==> src/rtl/deskew_pkg.sv <==
package deskew_pkg;

    // Delay for bit k (1-based from LSB) of an n-bit staggered counter
    function automatic int lag_of(input int width, input int k);
        int span;
        span = width - k;
        if (k >= 31) begin
            return span;
        end
        return span % (1 << k);
    endfunction

    // Largest per-bit delay of the bank
    function automatic int max_lag(input int width);
        int m;
        m = 0;
        for (int k = 1; k <= width; k++) begin
            if (lag_of(width, k) > m) begin
                m = lag_of(width, k);
            end
        end
        return m;
    endfunction

    // Mask of output bits that pass through at least one register
    function automatic logic [63:0] reg_mask(input int width);
        logic [63:0] m;
        m = '0;
        for (int k = 1; k <= width; k++) begin
            if (lag_of(width, k) > 0) begin
                m[k-1] = 1'b1;
            end
        end
        return m;
    endfunction

endpackage

==> src/rtl/deskew_cell.sv <==
module deskew_cell (
    input  logic clk,
    input  logic rst,
    input  logic step_en,
    input  logic d,
    output logic q
);

    always_ff @(posedge clk) begin
        if (rst) begin
            q <= 1'b0;
        end else if (step_en) begin
            q <= d;
        end
    end

    AST_CELL_LOAD: assert property (@(posedge clk) disable iff (rst)
        step_en |=> (q == $past(d)));

    AST_CELL_HOLD: assert property (@(posedge clk) disable iff (rst)
        !step_en |=> $stable(q));

    AST_CELL_CLEAR: assert property (@(posedge clk)
        rst |=> (q == 1'b0));

endmodule

==> src/rtl/deskew_tap.sv <==
module deskew_tap #(
    parameter int DEPTH = 1
) (
    input  logic clk,
    input  logic rst,
    input  logic step_en,
    input  logic din,
    output logic dout
);

    generate
        if (DEPTH == 0) begin : g_wire
            assign dout = din;
        end else begin : g_chain
            logic [DEPTH:0] link;
            assign link[0] = din;
            for (genvar i = 0; i < DEPTH; i++) begin : g_cell
                deskew_cell u_cell (
                    .clk     (clk),
                    .rst     (rst),
                    .step_en (step_en),
                    .d       (link[i]),
                    .q       (link[i+1])
                );
            end
            assign dout = link[DEPTH];
        end
    endgenerate

endmodule

==> src/rtl/deskew_bank.sv <==
module deskew_bank #(
    parameter int WIDTH = 16
) (
    input  logic             clk,
    input  logic             rst,
    input  logic             step_en,
    input  logic [WIDTH-1:0] raw_bits,
    output logic [WIDTH-1:0] bin_count
);
    import deskew_pkg::*;

    localparam int               LONGEST  = max_lag(WIDTH);
    localparam logic [WIDTH-1:0] REG_MASK = WIDTH'(reg_mask(WIDTH));

    generate
        for (genvar b = 0; b < WIDTH; b++) begin : g_bit
            deskew_tap #(
                .DEPTH (lag_of(WIDTH, b + 1))
            ) u_tap (
                .clk     (clk),
                .rst     (rst),
                .step_en (step_en),
                .din     (raw_bits[b]),
                .dout    (bin_count[b])
            );
        end
    endgenerate

    initial begin
        assert (LONGEST < WIDTH);
    end

    AST_BANK_FREEZE: assert property (@(posedge clk) disable iff (rst)
        !step_en |=> (((bin_count ^ $past(bin_count)) & REG_MASK) == '0));

endmodule

==> config.mk <==
export PLATFORM = sky130hd
export DESIGN_NAME = deskew_bank
export DESIGN_NICKNAME = d
export VERILOG_FILES = /design/src/rtl/deskew_pkg.sv /design/src/rtl/deskew_cell.sv /design/src/rtl/deskew_tap.sv /design/src/rtl/deskew_bank.sv
export SDC_FILE = /design/constraint.sdc
export NUM_CORES = 1
export LEC_CHECK = 0
export ABC_AREA = 0
export BUFFER_PORTS_ARGS = -buffer_cell sky130_fd_sc_hd__buf_2
export CAP_MARGIN = 20
export CORE_MARGIN = 1.5
export CORE_UTILIZATION = 51
export CTS_BUF_LIST = sky130_fd_sc_hd__clkbuf_8 sky130_fd_sc_hd__clkbuf_16
export DETAILED_ROUTE_END_ITERATION = 8
export PLACE_DENSITY = 0.74
export SYNTH_ARGS = -nofsm -noshare
export SYNTH_HDL_FRONTEND = slang
export SYNTH_SLANG_ARGS = --single-unit
export TNS_END_PERCENT = 100
==> constraint.sdc <==
create_clock -name clk -period 0.8 [get_ports clk]
set_input_delay 0.12 -clock clk [delete_from_list [all_inputs] [get_ports clk]]
set_output_delay 0.12 -clock clk [all_outputs]
set_load 0.01 [all_outputs]
==> out/qor.csv <==
metric,value,unit
cpLargestDelayFamily,flip-flops,
io_pins,35,
rsz0062_at_grt,yes,
netlist_instances,294,
r2r_cells,3,
worst_slew_pin_slew,0.1636,ns
r2r-end,g_bit[0].u_tap.g_chain.g_cell[0].u_cell.q,
netlist_area,3202,um2
core,5991,um2
startpoint_type,flip-flop,
path_depth,1,
grt_pass1_vias,1778,
r2r-start,g_bit[0].u_tap.g_chain.g_cell[0].u_cell.q,
place.gp.congestion,0.6985,
ant_nets,0,
cpPeakStageDelay,0.33,ns
leakagePower,0.001716,uW
ys_ff_latch,86,
cp_cell_sequence,buf_6,
synth_nets,313,
num_vias,1916,
crit_start,g_bit[0].u_tap.g_chain.g_cell[0].u_cell.q,
antenna_found_initial,0,
insertion_delay,0.34,ns
root_buffer,clkbuf_8,
fp.dieW,82.24,um
setup_viol,15,
n_antenna_cell,0,
hold_class,in2reg,
final_area,3686,um2
layout_setup_ws,-0.1088,ns
drc,0,
skew,0.007393,ns
layout.nets,341,
crit_fanout,2,
max-vdd-ir-drop,1.716,mV
drtIter0Drc,109,
postPlaceCellArea,3294,um2
arrival,0.79,ns
track_usage,15.28,%
port_buffers,32,
fmax,1.100,GHz
grt_remaining_overflow,0,
start_util,53.45,%
clk_pin_slew_worst_paths,0.07,ns
layout-drive-gt1-share,22.63,%
criticalPathCategory,reg2out,
outcome,finished with violations,
h-tree-depth,3,
wl_per_cell,11.22,um
r2r_slack,0.08,ns
place_hpwl,2921,um
cts.path.max_buffers,2,
reg.largest.list,g_bit.u_tap.g_chain.g_cell.u_cell.q (86),
largest_register_ffs,86,
ys_seq_area_share,53.77,%
crit_slowest_cell,dfxtp_2,
row_count,28,
drtPass1Iterations,2,
syn_avg_cell_area,10.89,um2
drv_cap,0,
top_register,g_bit.u_tap.g_chain.g_cell.u_cell.q,
maxSlewViolCount,0,
clkSinkCount,86,
ys_types,9,
worstPathRequired,0.68,ns
cts-buffers-inserted,9,
period_needed,0.9088,ns
fin_crit_sh,113.6,%
pre_cts_ws,-0.1204,ns
grt_max_degree,44,
hold_viol,0,
cp-end-kind,output pin,
routed_wirelength,4512,um
vias_per_cell,4.766,
area_growth,15.12,%
crit_path_end,bin_count[0],
final_util,61.53,%
failed_checks,negative setup slack,
yosysWarningCount,0,
powerDensity,2092,nW/um2
die_area,6763,um2
fp.dieH,82.24,um
grt_pass1_wl,7728,um
path_buf_inv,1,
relSlewSlack,88.78,%
tritoncts,done,
cell usage in the layout, fill, tap and decap left out:
cell           count
dlygate4sd3_1      7
clkinvlp_4         1
buf_6             16
bufinv_16          1
dfxtp_2           15
clkbuf_8           9
buf_12             4
dfxtp_1           71
buf_2             16
buf_4             10
clkinv_2           2
inv_1              3
nor2_1            86
mux2i_1           86
repair_timing:
| action | CTS | global route |
|---|---|---|
| endpoints found under the hold margin | 7 | 0 |
| pin swaps | 0 | 1 |
| hold buffers | 7 | 0 |
| resized for setup | 30 | 1 |
| setup endpoints to repair | 15 | 16 |
| setup buffers | 3 | 0 |
layout make-up:
| type | count | area, um2 |
|---|---|---|
| fillers | 503 | 2305 |
| flip-flops and latches | 86 | 1740 |
| multi-input cells | 172 | 1184 |
| repair buffers | 53 | 485.5 |
| clock buffers | 9 | 123.9 |
| well taps | 75 | 93.84 |
| clock inverters | 7 | 58.81 |
metrics by stage:
stage	hold WS, ns	total power [uW]	TNS (ns)	instances
6_report	0.01848	7711	-1.491	402
5_1_grt	0.007153	8074	-2.117	402
3_3_place_gp	0.2402	4975	-5.609	376
2_1_floorplan	0.2672	4912	-0.3355	294
4_1_cts	0.001393	7850	-1.847	402
3_5_place_dp	0.2402	4986	-7.201	376
routing by layer:
layer	track usage (%)	routed length, um	vias up
met3	5.385	166	11
met5	0	0	-
li1	-	-	1010
met1	18.95	2224	867
met2	23.17	2018	28
met4	8.136	103	0
how the worst min path moves through the flow:
stage                       from  cells after the start  slack, ns                                          to
CTS                  raw_bits[1]                      3      0.001   g_bit[1].u_tap.g_chain.g_cell[0].u_cell.q
detailed placement  raw_bits[15]                      0       0.24                               bin_count[15]
global placement    raw_bits[15]                      0       0.24                               bin_count[15]
floorplan           raw_bits[10]                      2       0.27  g_bit[10].u_tap.g_chain.g_cell[0].u_cell.q
global route         raw_bits[2]                      3      0.007   g_bit[2].u_tap.g_chain.g_cell[0].u_cell.q
finish               raw_bits[8]                      3       0.02   g_bit[8].u_tap.g_chain.g_cell[0].u_cell.q
cells by family (layout without fill, tap and decap cells):
family | after synthesis | after routing | share of synthesized area, %
multiplexers | 86 | 86 | 26.89
AND/OR/NAND/NOR | 86 | 86 | 10.08
buffers and inverters | 36 | 69 | 9.261
flip-flops | 86 | 86 | 53.77
power breakdown:
part	internal [uW]	leakage, uW	switching [uW]	total, uW
logic	277	0.000909	250	527
clock network	1400	0.000103	1380	2780
registers	4360	0.000704	43.5	4400
total	6040	0.00172	1680	7710
synthesized netlist by cell type (all sizes together):
cell	instances	area (um2)
dfxtp	86	1722
buf	32	281.5
clkbuf	4	15.01
nor2	86	322.8
mux2i	86	860.8
(Power assumes the default switching activity.)
